File: src/rtl/iorl_pkg.sv
package iorl_pkg;
  localparam int ROB_DEPTH = 16;
  localparam int LSQ_DEPTH = 16;
  localparam int RIDX_W    = $clog2(ROB_DEPTH);
  localparam int LIDX_W    = $clog2(LSQ_DEPTH);
  localparam int PTR_W     = (RIDX_W > LIDX_W) ? RIDX_W : LIDX_W;
  localparam int CNT_W     = RIDX_W + 1;
  localparam int WIN_W     = RIDX_W + 1;

  typedef struct packed {
    logic              live;
    logic              is_lsq;
    logic [RIDX_W-1:0] rob_slot;
    logic [PTR_W-1:0]  ptr;
  } lastop_t;
endpackage

File: src/rtl/lastop_record.sv
module lastop_record
  import iorl_pkg::*;
(
  input  logic              clk,
  input  logic              rst_n,
  input  logic              ren_v,
  input  logic [RIDX_W-1:0] ren_rob,
  input  logic              ren_mem,
  input  logic [LIDX_W-1:0] ren_lsq,
  input  logic              stale_clr,
  output lastop_t           rec_q
);
  lastop_t rec_d;
  logic    rec_en;

  always_comb begin
    rec_en = ren_v | stale_clr;
    rec_d  = '0;
    if (ren_v) begin
      rec_d.live     = 1'b1;
      rec_d.is_lsq   = ren_mem;
      rec_d.rob_slot = ren_rob;
      rec_d.ptr      = ren_mem ? PTR_W'(ren_lsq) : PTR_W'(ren_rob);
    end
  end

  always_ff @(posedge clk or negedge rst_n) begin
    if (!rst_n)      rec_q <= '0;
    else if (rec_en) rec_q <= rec_d;
  end

  assert_rename_loads_R2: assert property (@(posedge clk) disable iff (!rst_n)
    ren_v |=> (rec_q.live && rec_q.rob_slot == $past(ren_rob)));
  assert_tag_follows_queue_R3: assert property (@(posedge clk) disable iff (!rst_n)
    ren_v |=> (rec_q.is_lsq == $past(ren_mem)));
  assert_stale_nulled_R8: assert property (@(posedge clk) disable iff (!rst_n)
    (stale_clr && !ren_v) |=> !rec_q.live);
  assert_lazy_hold_R5: assert property (@(posedge clk) disable iff (!rst_n)
    (!stale_clr && !ren_v) |=> $stable(rec_q));
endmodule

File: src/rtl/rob_window_check.sv
module rob_window_check
  import iorl_pkg::*;
(
  input  logic [RIDX_W-1:0] slot,
  input  logic [RIDX_W-1:0] head,
  input  logic [CNT_W-1:0]  count,
  output logic              in_win
);
  logic [WIN_W-1:0] slot_ext;
  logic [WIN_W-1:0] head_ext;
  logic [WIN_W-1:0] upper;

  always_comb begin
    head_ext = {1'b0, head};
    slot_ext = {1'b0, slot};
    if (slot < head) slot_ext = slot_ext + WIN_W'(ROB_DEPTH);
    upper    = head_ext + WIN_W'(count) - WIN_W'(1);
    in_win   = (count != '0) && (slot_ext >= head_ext) && (slot_ext <= upper);
  end

  always_comb begin
    if (count == '0) assert_empty_rob_invalid_R6: assert (!in_win);
    if (in_win && count == CNT_W'(ROB_DEPTH))
      assert_full_rob_window_R7: assert (slot_ext >= head_ext);
  end
endmodule

File: src/rtl/stall_decide.sv
module stall_decide (
  input  logic mode_en,
  input  logic req,
  input  logic rec_live,
  input  logic ready,
  input  logic in_win,
  output logic hold,
  output logic stale_clr
);
  logic pending;

  always_comb begin
    pending   = mode_en & req & rec_live & ~ready;
    hold      = pending & in_win;
    stale_clr = pending & ~in_win;
  end

  always_comb begin
    assert_hold_or_clear_R8: assert (!(hold && stale_clr));
  end
endmodule

File: src/rtl/inorder_rename_interlock.sv
module inorder_rename_interlock
  import iorl_pkg::*;
#(
  parameter int NUM_THREADS = 2
) (
  input  logic                          clk,
  input  logic                          rst_n,
  input  logic                          inorder_en,
  input  logic [NUM_THREADS*RIDX_W-1:0] rob_head,
  input  logic [NUM_THREADS*CNT_W-1:0]  rob_count,
  input  logic [NUM_THREADS-1:0]        ren_valid,
  input  logic [NUM_THREADS*RIDX_W-1:0] ren_rob_slot,
  input  logic [NUM_THREADS-1:0]        ren_has_lsq,
  input  logic [NUM_THREADS*LIDX_W-1:0] ren_lsq_slot,
  input  logic [NUM_THREADS-1:0]        disp_req,
  output logic [NUM_THREADS*PTR_W-1:0]  lookup_ptr,
  output logic [NUM_THREADS-1:0]        lookup_is_lsq,
  input  logic [NUM_THREADS-1:0]        lookup_ready,
  output logic [NUM_THREADS-1:0]        stall,
  output logic [NUM_THREADS-1:0]        disp_go
);
  for (genvar t = 0; t < NUM_THREADS; t++) begin : g_thr
    lastop_t rec;
    logic    in_win;
    logic    clr;

    lastop_record u_rec (
      .clk       (clk),
      .rst_n     (rst_n),
      .ren_v     (ren_valid[t]),
      .ren_rob   (ren_rob_slot[t*RIDX_W +: RIDX_W]),
      .ren_mem   (ren_has_lsq[t]),
      .ren_lsq   (ren_lsq_slot[t*LIDX_W +: LIDX_W]),
      .stale_clr (clr),
      .rec_q     (rec)
    );

    rob_window_check u_win (
      .slot   (rec.rob_slot),
      .head   (rob_head[t*RIDX_W +: RIDX_W]),
      .count  (rob_count[t*CNT_W +: CNT_W]),
      .in_win (in_win)
    );

    stall_decide u_dec (
      .mode_en   (inorder_en),
      .req       (disp_req[t]),
      .rec_live  (rec.live),
      .ready     (lookup_ready[t]),
      .in_win    (in_win),
      .hold      (stall[t]),
      .stale_clr (clr)
    );

    assign lookup_ptr[t*PTR_W +: PTR_W] = rec.ptr;
    assign lookup_is_lsq[t]             = rec.is_lsq;
    assign disp_go[t]                   = disp_req[t] & ~stall[t];

    assert_held_thread_dropped_R9: assert property (@(posedge clk) disable iff (!rst_n)
      stall[t] |-> !disp_go[t]);
    assert_mode_off_no_hold_R1: assert property (@(posedge clk) disable iff (!rst_n)
      !inorder_en |-> !stall[t]);
    assert_null_record_no_hold_R2: assert property (@(posedge clk) disable iff (!rst_n)
      !rec.live |-> !stall[t]);
  end
endmodule

File: config.mk
export PLATFORM = sky130hd
export DESIGN_NAME = inorder_rename_interlock
export DESIGN_NICKNAME = d
export VERILOG_FILES = /design/src/rtl/iorl_pkg.sv /design/src/rtl/lastop_record.sv /design/src/rtl/rob_window_check.sv /design/src/rtl/stall_decide.sv /design/src/rtl/inorder_rename_interlock.sv
export SDC_FILE = /design/constraint.sdc
export NUM_CORES = 1
export LEC_CHECK = 0
export BUFFER_PORTS_ARGS = -buffer_cell sky130_fd_sc_hd__buf_2
export CAP_MARGIN = 15
export CORE_MARGIN = 4
export CORE_UTILIZATION = 48
export CTS_BUF_LIST = sky130_fd_sc_hd__clkbuf_8
export CTS_CLUSTER_SIZE = 10
export DETAILED_ROUTE_END_ITERATION = 10
export GPL_TIMING_DRIVEN = 0
export HOLD_SLACK_MARGIN = 0.03
export PLACE_DENSITY_LB_ADDON = 0.05
export SLEW_MARGIN = 20
export SYNTH_ARGS = -nofsm -noshare
export SYNTH_HDL_FRONTEND = slang
export SYNTH_SLANG_ARGS = --single-unit
File: constraint.sdc
create_clock -name clk -period 2.4 [get_ports clk]
set_input_delay 0.12 -clock clk [delete_from_list [all_inputs] [get_ports clk]]
set_output_delay 0.12 -clock clk [all_outputs]
set_load 0.005 [all_outputs]
==> flow_summary.toml, run 1 <==
[status]
outcome = "finished with violations"
violations = "setup timing"

[cells_and_area]
syn_to_final_growth_pct = 36.9
final_area_sq_um = 2620
finalNonFillerCells = 333
regMostFlops = "g_thr.u_rec.rec_q"
layout_common_cells = "buf_2 (55), inv_1 (42), ha_1 (27)"
fin_util = 0.699
mostFrequentLayoutCell = "buf_2"
drive_gt1_frac = 0.435
diodes = 0
largestRegisters = "g_thr.u_rec.rec_q x20"
largest_register_ffs = 20
final_nets = 365

[floorplanning]
start_util = 0.511
dieWidth_um = 71.1
die_h_um = 71.1
ioPinCount = 59
die-area_sq_um = 5060
core_area_sq_um = 3740
placementRows = 22

[sta]
setup_viol = 24
clock.fmax_mhz = 396
slew_violations = 0
whs_ps = 73.8
worst_pin_slew_ps = 606
fin_worst_skew_ps = 2.38
relSlewSlack = 0.596
min_period_ps = 2530
period_share = 1.05
setup_tns_ps = -883
rsz0062_at_grt = "yes"
worst_slack_ps = -128
hold_viol_final = 0

[drt]
drc_errors = 0
vias = 1655
wl_mm = 4.13
top_layer_used = "met4"
drt_iter0_drc = 30
wl_met3_um = 181
wl_met2_mm = 1.98
ant_nets = 0
dr.pass1.iters = 4
vias_per_cell = 4.97
wl_met1_mm = 1.94
wire_per_inst_um = 12.4

[placed_design]
place.gp.congestion = 0.706
port_buffers = 56
place_inst = 316
pre_cts_ws_ps = -328
placed_area_sq_um = 2250
dpl.hpwl_mm = 3.10

[critical_path]
critPathMaxStageDelay_ps = 560
worstSetupPathType = "primary input to output pin"
endpoint_kind = "output pin"
r2r_end = "g_thr[0].u_rec.rec_q[3]"
arrival_ps = 2410
worstSetupStartpointType = "primary input"
cp_max_fo = 2
path_cells = "buf_2 -> inv_1 -> ha_4 -> inv_2 -> buf_4 -> fa_2 -> inv_2 -> ha_1 -> and3_4 -> and3_4 -> a21oi_2 -> nor3_1 -> buf_4 -> buf_6"
ff2ff_setup_slack_ps = -50
worstRegToRegCells = 12
cp.required_ps = 2280
reg2reg_from = "g_thr[0].u_rec.rec_q[5]"
crit_slowest_cell = "fa_2"

[pwr]
p_per_area_nw_per_um2 = 499
p_leak_nw = 1.41
ir_drop_mv = 0.362
power.total_mw = 1.31

[clock_tree]
clock_latency_ps = 250
numCtsBuffers = 3
clock_sinks = 20
cts_root_buf = "clkbuf_8"
cts_buffer_depth = 2
clk_pin_slew_worst_paths_ps = 70
htreeDepth = 1
cts_tree = "done"

[global_route]
grt_max_degree = 21
grt_antenna_before_repair = 0
grt-ovfl-total = 0
grt_pass1_wl_mm = 6.80
grt_pass1_vias = 1568
gr-usage-all-layers = 0.161

[synth]
synth_fp_nets = 291
netlist_instances = 212
ys_warn_count = 0
netlist_area_sq_um = 1910
yosysUniqueCellTypes = 28
yosysSeqAreaShare = 0.262
ys_ff_latch = 20
avgSynthCellArea_sq_um = 9.02

[flow_run]
cap_violations = 0

[min_path]
min_from = "ren_rob_slot[4]"
hp-class = "primary input to flop"
whs_endpoint = "g_thr[1].u_rec.rec_q[4]"
whs_path_depth = 3
[layer usage]
| layer | up-vias | track usage |
|---|---|---|
| li1 | 853 | - |
| met1 | 761 | 0.232 |
| met2 | 37 | 0.258 |
| met3 | 4 | 0.0170 |
| met4 | 0 | 0.0376 |
| met5 | - | 0 |
[cell families (layout without fill, tap and decap cells)]
family          Yosys count  count (layout)  share of synthesized area
buf+inv                  66             139                      0.153
compound gates           40              40                      0.175
simple gates             38              38                      0.110
fa+ha+maj                34              34                      0.230
flops                    20              20                      0.262
mux                       8               8                     0.0419
xor+xnor                  6               6                     0.0275
[area by class of cell]
| cell class | instances | area, sq um |
|---|---|---|
| Multi-Input combinational cell | 126 | 1290 |
| Fill cell | 304 | 1130 |
| Sequential cell | 20 | 500 |
| Timing Repair Buffer | 70 | 427 |
| Inverter | 50 | 188 |
| Buffer | 15 | 97.6 |
| Tap cell | 48 | 60.1 |
| Clock buffer | 4 | 55.1 |
[repair_timing]
item                                    CTS  global route
pin swaps                                22            17
buffers inserted                         11             2
endpoints found under the setup margin   24            24
hold endpoints to repair                 20             0
hold buffers                              1             0
gates resized for setup                  27            11
[report_power, final]
group          internal [mW]  leakage [nW]  total (mW)  switching (mW)
registers              0.374         0.238       0.397          0.0228
clock network          0.146        0.0288       0.249           0.103
logic                  0.353          1.14       0.660           0.307
total                  0.873          1.41        1.31           0.433
[Yosys cell counts]
master    number  area [sq um]
clkbuf_1       2          7.51
buf_4         12          90.1
o21ai_0        2          10.0
clkinv_1       2          7.51
a21oi_1        6          30.0
nor4_1         2          12.5
xnor2_1        6          52.6
a21o_1         4          30.0
o31a_1         2          17.5
nor2b_1        4          25.0
nand2_1       20          75.1
mux2i_1        8          80.1
ha_1          32           400
o21ai_2        2          17.5
dfrtp_1       20           500
buf_1          2          7.51
and3_4         4          45.0
a21oi_2        2          17.5
nor2_2         2          12.5
fa_1           2          40.0
o41ai_1       10          87.6
nand2b_1       2          12.5
o32ai_1        8          70.1
a211oi_4       2          40.0
nor3_1         2          10.0
nand4b_1       2          17.5
inv_1         48           180
o31ai_1        2          15.0
[worst max-delay path, delay by kind of cell]
kind	cells	cell delay, ps
fa+ha+maj	3	1090
simple gates	3	560
buf+inv	7	600
compound gates	1	40
[worst max-delay path by stage]
stage / startpoint / to / slack, ps
floorplan: rob_head[6] / g_thr[1].u_rec.rec_q[0] / -10
global placement: rob_head[6] / g_thr[1].u_rec.rec_q[0] / -310
detailed placement: rob_head[6] / g_thr[1].u_rec.rec_q[2] / -330
CTS: g_thr[0].u_rec.rec_q[5] / disp_go[0] / -110
global route: rob_head[6] / stall[1] / -190
finish: rob_head[6] / stall[1] / -130
Power figures use the tool's default switching activity.
==> run 2: changes to the inputs <==
Clock period 2.4 ns to 2.3 ns, I/O delays scaled along.
==> run 2 against run 1 <==
Critical endpoint is now disp_go[0]. Sequential cell count did not move. The flow still finishes with violations (setup timing). First-iteration DRC count fell by 50%. Combinational power rose by 3.5%. Setup slack got worse by 59 ps. Largest cell class unchanged.
==> flow_summary.toml, run 2 (synthesized netlist as in run 1, its figures left out) <==
[critical_path]
cp_max_fo = 2
reg2reg_from = "g_thr[0].u_rec.rec_q[5]"
endpoint_kind = "output pin"
startpoint = "g_thr[0].u_rec.rec_q[5]"
worstSetupPathType = "flop to output pin"
arrival_ps = 2370
cp.required_ps = 2180
worstSetupStartpointType = "flop"

[clock_tree]
clock_sinks = 20
htreeDepth = 1
cts_buffer_depth = 2
numCtsBuffers = 3
cts_root_buf = "clkbuf_8"
clock_latency_ps = 260
clk_pin_slew_worst_paths_ps = 70
cts_tree = "done"

[sta]
worst_pin_slew_ps = 546
hold_viol_final = 0
slew_violations = 0
min_period_ps = 2490
setup_viol = 24
clock.fmax_mhz = 402
setup_tns_ps = -3880
worst_slack_ps = -187
period_share = 1.08
rsz0062_at_grt = "yes"
relSlewSlack = 0.636
fin_worst_skew_ps = 2.42

[placed_design]
port_buffers = 56
place.gp.congestion = 0.707
pre_cts_ws_ps = -292
dpl.hpwl_mm = 3.08

[drt]
wire_per_inst_um = 12.4
vias_per_cell = 4.98
wl_mm = 4.08
drt_iter0_drc = 15
dr.pass1.iters = 4
vias = 1637
ant_nets = 0
drc_errors = 0

[cells_and_area]
multiInputGateArea_sq_um = 1310
nFillCells = 341
largestRegisters = "g_thr.u_rec.rec_q x20"
regMostFlops = "g_thr.u_rec.rec_q"
syn_to_final_growth_pct = 36.3
drive_gt1_frac = 0.427
mostFrequentLayoutCell = "buf_2"
fin_util = 0.696
final_nets = 361
largest_register_ffs = 20
diodes = 0
layout_common_cells = "buf_2 (56), inv_1 (43), ha_1 (27)"
regArea_sq_um = 500

[floorplanning]
dieWidth_um = 71.1
core_area_sq_um = 3740
die-area_sq_um = 5060
die_h_um = 71.1
ioPinCount = 59
placementRows = 22
start_util = 0.511

[pwr]
power.share.sequential = 0.304
p_leak_nw = 1.41
clockPowerShare = 0.195
power_frac_comb = 0.501
p_sw_uw = 460
p_sw_frac = 0.338
p_int_uw = 903
ir_drop_mv = 0.411
p_per_area_nw_per_um2 = 523

[global_route]
grt_pass1_wl_mm = 6.64
grt_antenna_before_repair = 0
grt_pass1_vias = 1530
grt_max_degree = 21
grt-ovfl-total = 0
gr-usage-all-layers = 0.160

[status]
violations = "setup timing"
outcome = "finished with violations"

[min_path]
min_from = "ren_rob_slot[4]"
hp-class = "primary input to flop"

[flow_run]
cap_violations = 0
run 2: critical path, stage by stage (launching register included):
cell,delay [ps]
dfrtp_1,400
ha_1,280
nor2b_4,130
o21ai_2,50
nand2b_1,70
a21oi_1,70
ha_1,340
and3_4,210
and3_4,180
a21oi_2,40
o31a_1,230
buf_2,120
run 2: worst paths after layout:
check / to / depth (start not counted) / slack (ps)
setup reg to reg: g_thr[0].u_rec.rec_q[1] / 12 / -190
hold reg to reg: g_thr[1].u_rec.rec_q[9] / 2 / 540
max in group asynchronous: g_thr[1].u_rec.rec_q[4] / 2 / 1660
min in group asynchronous: g_thr[0].u_rec.rec_q[1] / 2 / 330
hold / removal: g_thr[1].u_rec.rec_q[4] / 3 / 80
setup / recovery: disp_go[0] / 11 / -190
run 2: final cells by class:
cell class	count	area share
plain buffers	14	0.0346
flip-flops and latches	20	0.192
clock buffers	4	0.0211
inverters	50	0.0730
multi-input cells	126	0.504
well taps	48	0.0230
repair buffers	67	0.153
run 2: timing repair:
item / 4_1_cts / 5_1_grt
hold buffers: 1 / 0
setup buffers: 7 / 3
pin swaps: 23 / 18
endpoints found under the setup margin: 24 / 24
endpoints found under the hold margin: 20 / 0
gates resized for setup: 19 / 12
run 2: power by group through the flow:
| stage | Combinational (mW) | Clock (mW) | Sequential, mW |
|---|---|---|---|
| after floorplan | 0.382 | 0 | 0.414 |
| after global placement | 0.510 | 0 | 0.420 |
| after detailed placement | 0.518 | 0 | 0.422 |
| after CTS | 0.652 | 0.272 | 0.414 |
| after global routing | 0.763 | 0.291 | 0.419 |
| final | 0.683 | 0.267 | 0.414 |
run 2: metal layers:
layer  global-route usage  part of all wire  up-vias
li1                     -                 -      848
met1                0.228              0.47      754
met2                0.263              0.48       31
met3               0.0114             0.037        4
met4               0.0376            0.0088        0
met5                    0                 0        -
run 2: metrics by stage:
step | hold slack, ps | power, mW | cells | instance area, sq um
2_1_floorplan | -181 | 0.796 | 212 | 1930
3_3_place_gp | 89.3 | 0.930 | 316 | 2270
3_5_place_dp | 86.8 | 0.940 | 316 | 2270
4_1_cts | 70.6 | 1.34 | 326 | 2510
5_1_grt | 72.8 | 1.47 | 329 | 2610
6_report | 77.6 | 1.36 | 329 | 2610
==> run 3: changes to the inputs <==
Settings changed: PLACE_DENSITY_LB_ADDON 0.05 to 0.08.
==> run 3 against run 2 <==
The flow still finishes with violations (setup timing). Register-to-register slack lost 40 ps. Setup slack lost 56 ps. Clock power is essentially flat. Fmax decreased by 2.2%. Design area about the same. Final cell count decreased by 0.30%. Sequential power barely moved. Global-route usage grew 0.53 points. Clock skew rose by 0.91 ps. Clock-buffer cell count unchanged.
==> flow_summary.toml, run 3 (synthesized netlist as in run 1, its figures left out) <==
[status]
outcome = "finished with violations"
violations = "setup timing"

[global_route]
grt_pass1_wl_mm = 6.95
grt_pass1_vias = 1646
top_usage_layer = "met2"
grt_max_degree = 21
grt-ovfl-total = 0
gr-usage-all-layers = 0.165
met3_usage = 0.0114
grt_util_met2 = 0.275
grt_antenna_before_repair = 0
gr-usage-met1 = 0.231

[critical_path]
cp_common_cell = "and3_4"
ff2ff_setup_slack_ps = -230
worstSetupPathType = "flop to output pin"
arrival_ps = 2430
critPathMaxStageDelay_ps = 400
worstRegToRegCells = 12
worstSetupStartpointType = "flop"
cp.required_ps = 2180
cp_max_fo = 2
r2r_end = "g_thr[0].u_rec.rec_q[0]"
path_cells = "ha_1 -> nor2b_4 -> o21ai_1 -> nand2b_1 -> a21oi_2 -> ha_4 -> and3_4 -> and3_4 -> a21oi_4 -> o31a_1 -> buf_2"
crit_slowest_cell = "dfrtp_1"
reg2reg_from = "g_thr[0].u_rec.rec_q[5]"
endpoint_kind = "output pin"

[sta]
hold_viol_final = 0
rsz0062_at_grt = "yes"
worst_slack_ps = -243
whs_ps = 72.8
worst_pin_slew_ps = 612
period_share = 1.11
fin_worst_skew_ps = 3.33
clock.fmax_mhz = 393
setup_viol = 24
min_period_ps = 2540
slew_violations = 0
relSlewSlack = 0.592

[floorplanning]
die_h_um = 71.1
core_area_sq_um = 3740
ioPinCount = 59
placementRows = 22
dieWidth_um = 71.1
start_util = 0.511
die-area_sq_um = 5060

[drt]
wire_per_inst_um = 12.9
ant_nets = 0
drc_errors = 0
vias_per_cell = 4.97
dr.pass1.iters = 4
drt_iter0_drc = 20
vias = 1629
wl_mm = 4.23

[placed_design]
dpl.hpwl_mm = 3.11
place_inst = 316
port_buffers = 56
place.gp.congestion = 0.729

[pwr]
p_leak_nw = 1.41
p_per_area_nw_per_um2 = 527
ir_drop_mv = 0.622

[cells_and_area]
final_nets = 360
largest_register_ffs = 20
syn_to_final_growth_pct = 36.5
mostFrequentLayoutCell = "buf_2"
layout_common_cells = "buf_2 (56), inv_1 (46), ha_1 (27)"
fin_util = 0.697
nFillCells = 301
drive_gt1_frac = 0.432
finalNonFillerCells = 328
diodes = 0
regMostFlops = "g_thr.u_rec.rec_q"
largestRegisters = "g_thr.u_rec.rec_q x20"

[min_path]
hp-class = "primary input to flop"
whs_path_depth = 3
min_from = "ren_rob_slot[4]"
whs_endpoint = "g_thr[1].u_rec.rec_q[4]"

[clock_tree]
clock_latency_ps = 260
htreeDepth = 1
cts_tree = "done"
cts_root_buf = "clkbuf_8"
clock_sinks = 20
cts_buffer_depth = 2
clk_pin_slew_worst_paths_ps = 80
numCtsBuffers = 3

[flow_run]
cap_violations = 0
## run 3: cell types whose count changed in the layout (fill, tap and decap cells not counted), moves of 2 or more
cell     previous run  this run
a21oi_1             2         0
a21oi_2             3         5
inv_1              43        46
inv_2               4         2
o32ai_1             8         4
o32ai_2             0         4
o41ai_1             2         4
o41ai_2             8         6
## run 3: worst max path at each step
stage,start,end,slack [ps],depth (start not counted)
6_report,g_thr[1].u_rec.rec_q[5],disp_go[1],-240,11
5_1_grt,g_thr[0].u_rec.rec_q[5],g_thr[0].u_rec.rec_q[0],-340,12
4_1_cts,g_thr[0].u_rec.rec_q[5],disp_go[0],-220,11
3_5_place_dp,rob_head[6],g_thr[1].u_rec.rec_q[5],-290,13
3_3_place_gp,rob_head[6],g_thr[1].u_rec.rec_q[9],-280,13
2_1_floorplan,rob_head[6],g_thr[1].u_rec.rec_q[9],1,12
## run 3: per-stage QoR
step           setup WS [ps]  instance area, sq um  total power, mW  TNS (ps)
2_1_floorplan           1.30                  1930            0.796         0
3_3_place_gp            -279                  2270            0.930     -5990
3_5_place_dp            -292                  2270            0.940     -6320
4_1_cts                 -218                  2490             1.29     -3350
5_1_grt                 -339                  2610             1.48     -7090
6_report                -243                  2610             1.37     -4780
## run 3: layout make-up
type | count | area (sq um) | share of cell area
multi-input cells | 126 | 1330 | 0.511
flip-flops and latches | 20 | 500 | 0.192
repair buffers | 66 | 382 | 0.146
inverters | 50 | 188 | 0.0719
plain buffers | 14 | 90.1 | 0.0345
well taps | 48 | 60.1 | 0.0230
clock buffers | 4 | 55.1 | 0.0211
## run 3: power by group
group	switching [mW]	internal (mW)	total (mW)
logic	0.328	0.362	0.691
clock network	0.117	0.152	0.269
registers	0.0250	0.390	0.415
## run 3: timing repair
item / CTS / global route
resized for setup: 16 / 18
pin swaps: 11 / 20
endpoints found under the hold margin: 20 / 0
buffers inserted: 8 / 1
endpoints found under the setup margin: 24 / 24
hold buffers: 1 / 0
## run 3: critical path: cells and delay by family (launching register included)
kind	cells	cell delay (ps)
fa+ha+maj	2	460
buf+inv	1	120
simple gates	4	620
flops	1	400
compound gates	4	570
## run 3: metal layers
layer | vias up | routed length, um
li1 | 846 | -
met1 | 743 | 1960
met2 | 36 | 2040
met3 | 4 | 186
met4 | 0 | 40
met5 | - | 0
